$ cat src/rtl/sop_post_pkg.sv
`timescale 1ns/1ps
package sop_post_pkg;

    localparam int SUM_W   = 32;
    localparam int OUT_W   = 16;
    localparam int NREG    = 16;
    localparam int SEL_W   = $clog2(NREG);
    localparam int SHIFT_W = 5;
    localparam int MAX_SH  = SUM_W - OUT_W;

    // controls captured together with a sum and carried to stage two
    typedef struct packed {
        logic [SEL_W-1:0]   rnd_sel;
        logic [SHIFT_W-1:0] shift;
        logic [SEL_W-1:0]   lim_sel;
        logic               lim_en_n;
        logic               out_en_n;
    } stage_ctrl_t;

    localparam stage_ctrl_t CTRL_RST = '{
        rnd_sel:  '0,
        shift:    '0,
        lim_sel:  '0,
        lim_en_n: 1'b1,
        out_en_n: 1'b1
    };

    // shift values beyond the top window saturate to it
    function automatic logic [SHIFT_W-1:0] sat_shift(input logic [SHIFT_W-1:0] s);
        if (int'(s) > MAX_SH)
            return SHIFT_W'(MAX_SH);
        return s;
    endfunction

endpackage

$ cat src/rtl/sop_post_regfile.sv
`timescale 1ns/1ps
module sop_post_regfile #(
    parameter int W = 32,
    parameter int N = 16
) (
    input  logic                 clk,
    input  logic                 rst,
    input  logic                 we,
    input  logic [$clog2(N)-1:0] widx,
    input  logic [W-1:0]         wdata,
    input  logic [$clog2(N)-1:0] ridx,
    output logic [W-1:0]         rdata
);
    logic [W-1:0] mem_q [N];

    for (genvar g = 0; g < N; g++) begin : g_ent
        always_ff @(posedge clk) begin
            if (rst)
                mem_q[g] <= '0;
            else if (we && (int'(widx) == g))
                mem_q[g] <= wdata;
        end
    end

    assign rdata = mem_q[ridx];
endmodule

$ cat src/rtl/sop_post_accum.sv
`timescale 1ns/1ps
module sop_post_accum #(
    parameter int W = 32
) (
    input  logic         clk,
    input  logic         rst,
    input  logic         acc_en,
    input  logic [W-1:0] sum_in,
    output logic [W-1:0] acc_q
);
    logic [W-1:0] acc_d;

    // wraps modulo 2^W by width
    assign acc_d = acc_en ? (acc_q + sum_in) : sum_in;

    always_ff @(posedge clk) begin
        if (rst)
            acc_q <= '0;
        else
            acc_q <= acc_d;
    end
endmodule

$ cat src/rtl/sop_post_window.sv
`timescale 1ns/1ps
module sop_post_window
    import sop_post_pkg::*;
#(
    parameter int IN_W  = SUM_W,
    parameter int WIN_W = OUT_W,
    parameter int SH_W  = SHIFT_W
) (
    input  logic [IN_W-1:0]  acc,
    input  logic [IN_W-1:0]  rnd,
    input  logic [SH_W-1:0]  shift,
    output logic [WIN_W-1:0] win
);
    localparam int TOP_SH = IN_W - WIN_W;

    logic [IN_W-1:0]  rounded;
    logic [SH_W-1:0]  sh_eff;
    logic [WIN_W-1:0] cand [TOP_SH+1];

    assign rounded = acc + rnd;

    always_comb begin
        if (int'(shift) > TOP_SH)
            sh_eff = SH_W'(TOP_SH);
        else
            sh_eff = shift;
    end

    for (genvar g = 0; g <= TOP_SH; g++) begin : g_cand
        assign cand[g] = rounded[g+WIN_W-1:g];
    end

    assign win = cand[sh_eff];
endmodule

$ cat src/rtl/sop_post_clamp.sv
`timescale 1ns/1ps
module sop_post_clamp #(
    parameter int W = 16
) (
    input  logic [W-1:0] val,
    input  logic [W-1:0] upper,
    input  logic [W-1:0] lower,
    input  logic         lim_en_n,
    output logic [W-1:0] res
);
    always_comb begin
        res = val;
        if (!lim_en_n) begin
            if ($signed(val) > $signed(upper))
                res = upper;
            else if ($signed(val) < $signed(lower))
                res = lower;
        end
    end
endmodule

$ cat src/rtl/sop_post_stage.sv
`timescale 1ns/1ps
module sop_post_stage
    import sop_post_pkg::*;
#(
    parameter int S_W  = SUM_W,
    parameter int O_W  = OUT_W,
    parameter int NR   = NREG,
    parameter int SL_W = SEL_W,
    parameter int SH_W = SHIFT_W
) (
    input  logic            clk,
    input  logic            rst,
    input  logic [S_W-1:0]  sum_in,
    input  logic            acc_en,
    input  logic [SL_W-1:0] rnd_sel,
    input  logic [SH_W-1:0] shift_amt,
    input  logic [SL_W-1:0] lim_sel,
    input  logic            lim_en_n,
    input  logic            out_en_n,
    input  logic            rnd_wr_en,
    input  logic [SL_W-1:0] rnd_wr_idx,
    input  logic [S_W-1:0]  rnd_wr_data,
    input  logic            lim_wr_en,
    input  logic [SL_W-1:0] lim_wr_idx,
    input  logic [O_W-1:0]  lim_wr_upper,
    input  logic [O_W-1:0]  lim_wr_lower,
    output logic [O_W-1:0]  dout
);
    localparam int LIM_W = 2 * O_W;

    stage_ctrl_t      ctrl_q;
    logic [S_W-1:0]   acc_q;
    logic [S_W-1:0]   rnd_val;
    logic [LIM_W-1:0] lim_word;
    logic [O_W-1:0]   lim_up;
    logic [O_W-1:0]   lim_lo;
    logic [O_W-1:0]   win;
    logic [O_W-1:0]   clamped;
    logic             lim_active;

    // stage one: accumulator plus aligned control capture
    sop_post_accum #(.W(S_W)) accum_i (
        .clk    (clk),
        .rst    (rst),
        .acc_en (acc_en),
        .sum_in (sum_in),
        .acc_q  (acc_q)
    );

    always_ff @(posedge clk) begin
        if (rst)
            ctrl_q <= CTRL_RST;
        else
            ctrl_q <= '{rnd_sel:  rnd_sel,
                        shift:    sat_shift(shift_amt),
                        lim_sel:  lim_sel,
                        lim_en_n: lim_en_n,
                        out_en_n: out_en_n};
    end

    // register banks
    sop_post_regfile #(.W(S_W), .N(NR)) rnd_bank_i (
        .clk   (clk),
        .rst   (rst),
        .we    (rnd_wr_en),
        .widx  (rnd_wr_idx),
        .wdata (rnd_wr_data),
        .ridx  (ctrl_q.rnd_sel),
        .rdata (rnd_val)
    );

    sop_post_regfile #(.W(LIM_W), .N(NR)) lim_bank_i (
        .clk   (clk),
        .rst   (rst),
        .we    (lim_wr_en),
        .widx  (lim_wr_idx),
        .wdata ({lim_wr_upper, lim_wr_lower}),
        .ridx  (ctrl_q.lim_sel),
        .rdata (lim_word)
    );

    assign lim_up     = lim_word[LIM_W-1:O_W];
    assign lim_lo     = lim_word[O_W-1:0];
    assign lim_active = ~ctrl_q.lim_en_n;

    // stage two: round, window, clamp, output register
    sop_post_window #(.IN_W(S_W), .WIN_W(O_W), .SH_W(SH_W)) window_i (
        .acc   (acc_q),
        .rnd   (rnd_val),
        .shift (ctrl_q.shift),
        .win   (win)
    );

    sop_post_clamp #(.W(O_W)) clamp_i (
        .val      (win),
        .upper    (lim_up),
        .lower    (lim_lo),
        .lim_en_n (ctrl_q.lim_en_n),
        .res      (clamped)
    );

    always_ff @(posedge clk) begin
        if (rst)
            dout <= '0;
        else if (!ctrl_q.out_en_n)
            dout <= clamped;
    end
endmodule

$ cat config.mk
export PLATFORM = sky130hd
export DESIGN_NAME = sop_post_stage
export DESIGN_NICKNAME = d
export VERILOG_FILES = /design/src/rtl/sop_post_pkg.sv /design/src/rtl/sop_post_regfile.sv /design/src/rtl/sop_post_accum.sv /design/src/rtl/sop_post_window.sv /design/src/rtl/sop_post_clamp.sv /design/src/rtl/sop_post_stage.sv
export SDC_FILE = /design/constraint.sdc
export NUM_CORES = 2
export LEC_CHECK = 0
export CORE_MARGIN = 4
export CORE_UTILIZATION = 56
export CTS_BUF_LIST = sky130_fd_sc_hd__clkbuf_16
export DETAILED_ROUTE_END_ITERATION = 8
export GPL_TIMING_DRIVEN = 0
export PLACE_DENSITY = 0.73
export SLEW_MARGIN = 20
export SYNTH_ARGS = -nofsm -noshare
export SYNTH_HDL_FRONTEND = slang
export SYNTH_SLANG_ARGS = --single-unit
$ cat constraint.sdc
create_clock -name clk -period 8.2 [get_ports clk]
set_clock_uncertainty 0.1 [all_clocks]
set_input_delay 1.23 -clock clk [delete_from_list [all_inputs] [get_ports clk]]
set_output_delay 1.23 -clock clk [all_outputs]
set_load 0.05 [all_outputs]
==> summary.txt <==
Hold_buf cts = 0
Die height = 319 µm
Hold Path Stages = 2
Count of flip-flops with a built-in enable after synthesis = 1024
Largest cells by area after synthesis = edfxtp_1, mux4_2, and2_1
H-tree depth = 3
Total Routing Usage GR = 30.5%
Vias per inst = 6.34
PwrDens = 228 nW/µm²
Fin crit share = 97.0%
Xor/xnor share of the synthesized area = 0.597%
Synthesized net count = 4052
Area fraction in compound gates after synthesis = 5.51%
WHS Endpoint = dout[13]
Pwr Total = 14.3 mW
Slew @ Worst Pin = 1.25 ns
Hold wc startpoint = dout[13]
Ys Warns = 0
Setup_tns = 0 ns
Startpoint types = flop
Drt first pass iters = 6
Core Region = 95600 µm²
Ports = 140
Min Clock Period, post-route = 7.95 ns
Worst skew pair latency = 0.72 ns
Post-Syn Instances = 3833
Hold Vio Cnt, Final = 0
Synthesis-stage register bit count = 1087
FF-to-FF setup slack = 0.25 ns
WS Path Type = reg2reg
Worst path arrival time = 8.40 ns
P_leak = 22.2 nW
Via count = 34818
Reg2reg end = dout[13]
Largest family of logic cells by synthesized area = simple AND/OR/NAND/NOR gates
Ratio of cells with drive above 1 in the final layout = 16.7%
Row count = 113
Overflow after GRT = 0
TritonCTS buffer count = 109
Sequential element share of the synthesized area = 59.0%
Global-route wire length before repair = 229000 µm
Drt initial violations = 4811
Initial antenna violation count = 12
Share of the synthesized area in the top cell type = 56.7%
HPWL after detailed placement = 112000 µm
Worst r2r path cells = 29
Worst VDD drop = 0.000186 V
Port Buffers = 136
WP depth = 29
Largest net degree at the start of global routing = 23
Root Buffer = clkbuf_16
Die area = 102000 µm²
Max clock buf depth = 3
Wire per inst = 28.4 µm
Gp weighted congestion = 0.964
Nets = 4357
Worst setup EP type = flop
CP bufs+invs = 5
Largest area contributor in the netlist = edfxtp_1
Adder-cell share of the synthesized area = 2.22%
Status = complete, no violations
Number of remaining DRC errors = 0
Post-synth ARST share = 0%
Initial core utilization = 56.8%
Mapped Area = 54300 µm²
Crit-path max cell delay = 0.61 ns
Worst Hold Class = reg2reg
CTS tree = built
Slew margin rel. = 16.9%
Clk slew on worst S/H paths = 0.06 ns
Crit-path leading delay family = compound AO/OA/AOI/OAI gates
Post-synth top flop = edfxtp_1
Crit Path Max Fanout = 10
Setup violations, final = 0
Simple-gate share of the synthesized area = 15.8%
MaxCap Viol Count = 0
Detail Route Antenna Nets = 0
Maximum operating frequency = 0.126 GHz
Slowest CP cell = mux4_2
Final wirelength = 156000 µm
Vias in the first global route = 34530
Syn avg cell area = 14.2 µm²
Clock Sinks = 1087
Cell variety after synth = 92
Slew Viols, Final = 0
Die Width = 319 µm
Crit path required time = 8.65 ns
Area delta synth->final = 15.5%
Post-synthesis mux area share = 14.4%
==> cell families after synthesis <==
family | after synthesis
fa+ha+maj | 95
buf+inv | 358
xor+xnor | 37
mux | 368
flops | 1087
compound gates | 423
simple gates | 1465
==> cells in the mapped netlist (13+ instances only) <==
master / instances
a211oi_1: 19
a21o_1: 36
a21oi_1: 78
a221oi_1: 24
a31oi_1: 20
and2_1: 1041
and3_1: 20
buf_1: 36
clkbuf_1: 240
dfxtp_1: 63
edfxtp_1: 1024
ha_1: 93
inv_1: 70
mux2i_1: 33
mux4_2: 325
nand2_1: 86
nand2b_1: 17
nand3_1: 36
nand4_1: 19
nor2_1: 132
nor2b_1: 22
nor3_1: 42
o211ai_1: 14
o21a_1: 13
o21ai_0: 82
o31ai_1: 17
xnor2_1: 27
==> final cells by class <==
type / instances / area, µm²
repair buffers: 197 / 2610
well taps: 1265 / 1580
multi-input cells: 2388 / 21400
flip-flops and latches: 1087 / 32000
inverters: 71 / 267
diodes: 7 / 17.5
clock buffers: 109 / 2730
plain buffers: 284 / 1210
fillers: 6747 / 32900
clock inverters: 87 / 827
==> routing by layer <==
layer | routed length, µm | part of all wire [%] | track usage, % | vias up
li1 | - | - | - | 15042
met4 | 6410 | 4.1 | 11.0 | 8
met5 | 70 | 0.045 | 0 | -
met1 | 60000 | 38 | 42.5 | 17327
met2 | 70800 | 45 | 46.7 | 2025
met3 | 18800 | 12 | 8.40 | 416
==> metrics by stage <==
step | hold WS [ns] | cell area (µm²) | utilization, % | setup WS, ns | cells
after floorplan | 0.480 | 54300 | - | 0.782 | 3833
after global placement | 0.364 | 57200 | 59.9 | -2.03 | 5234
after detailed placement | 0.370 | 58800 | 61.5 | -1.99 | 5291
after CTS | 0.379 | 62500 | 65.4 | 0.0671 | 5488
after global routing | 0.406 | 62700 | 65.6 | -0.00622 | 5489
final | 0.378 | 62700 | 65.6 | 0.248 | 5495
==> how the worst max path moves through the flow <==
| stage | start | end | slack [ns] |
|---|---|---|---|
| after floorplan | flop | dout[6] | 0.78 |
| after global placement | flop | dout[13] | -2.03 |
| after detailed placement | flop | dout[13] | -1.99 |
| after CTS | flop | dout[13] | 0.07 |
| after global routing | flop | dout[11] | -0.006 |
| final | flop | dout[13] | 0.25 |
==> what timing repair did <==
item	4_1_cts	5_1_grt
endpoints found under the setup margin	16	16
buffers inserted	2	2
resized for setup	62	50
pin swaps	1	3
==> placed cells by master (no fill, tap or decap), types with 14 or more instances in the layout <==
master	netlist	final
a211oi_1	19	15
a21o_1	36	36
a21oi_1	78	74
a221oi_1	24	22
a31oi_1	20	19
and2_1	1041	1041
and3_1	20	20
buf_16	0	27
buf_2	7	18
buf_8	0	15
clkbuf_1	240	217
clkbuf_16	0	109
clkbuf_2	0	22
clkdlybuf4s50_1	0	136
clkinv_1	1	27
dfxtp_1	63	62
edfxtp_1	1024	1024
ha_1	93	92
inv_1	70	93
mux2i_1	33	31
mux4_2	325	325
nand2_1	86	81
nand2b_1	17	17
nand3_1	36	36
nand4_1	19	19
nor2_1	132	131
nor2b_1	22	22
nor3_1	42	40
o211ai_1	14	14
o21ai_0	82	56
o21ai_4	0	24
xnor2_1	27	25
==> registers in the layout, summed over array words and instances, names as in the netlist, named ones only <==
signal	cells
dout	16
lim_bank_i.mem_q	512
ctrl_q	7
rnd_bank_i.mem_q	512
accum_i.acc_q	32
==> worst register-to-register path, delay by kind of cell, from the launching register on <==
kind / cells / cell delay, ns
buf+inv: 5 / 1.03
fa+ha+maj: 3 / 0.77
compound gates: 11 / 2.53
simple gates: 7 / 1.24
flops: 1 / 0.37
mux: 3 / 1.78
==> power by group <==
group / leakage [nW] / switching [mW] / internal, mW
Sequential: 10.3 / 0.123 / 6.41
Clock: 1.81 / 2.15 / 2.83
Combinational: 10.1 / 1.68 / 1.12
Power figures use the tool's default switching activity.
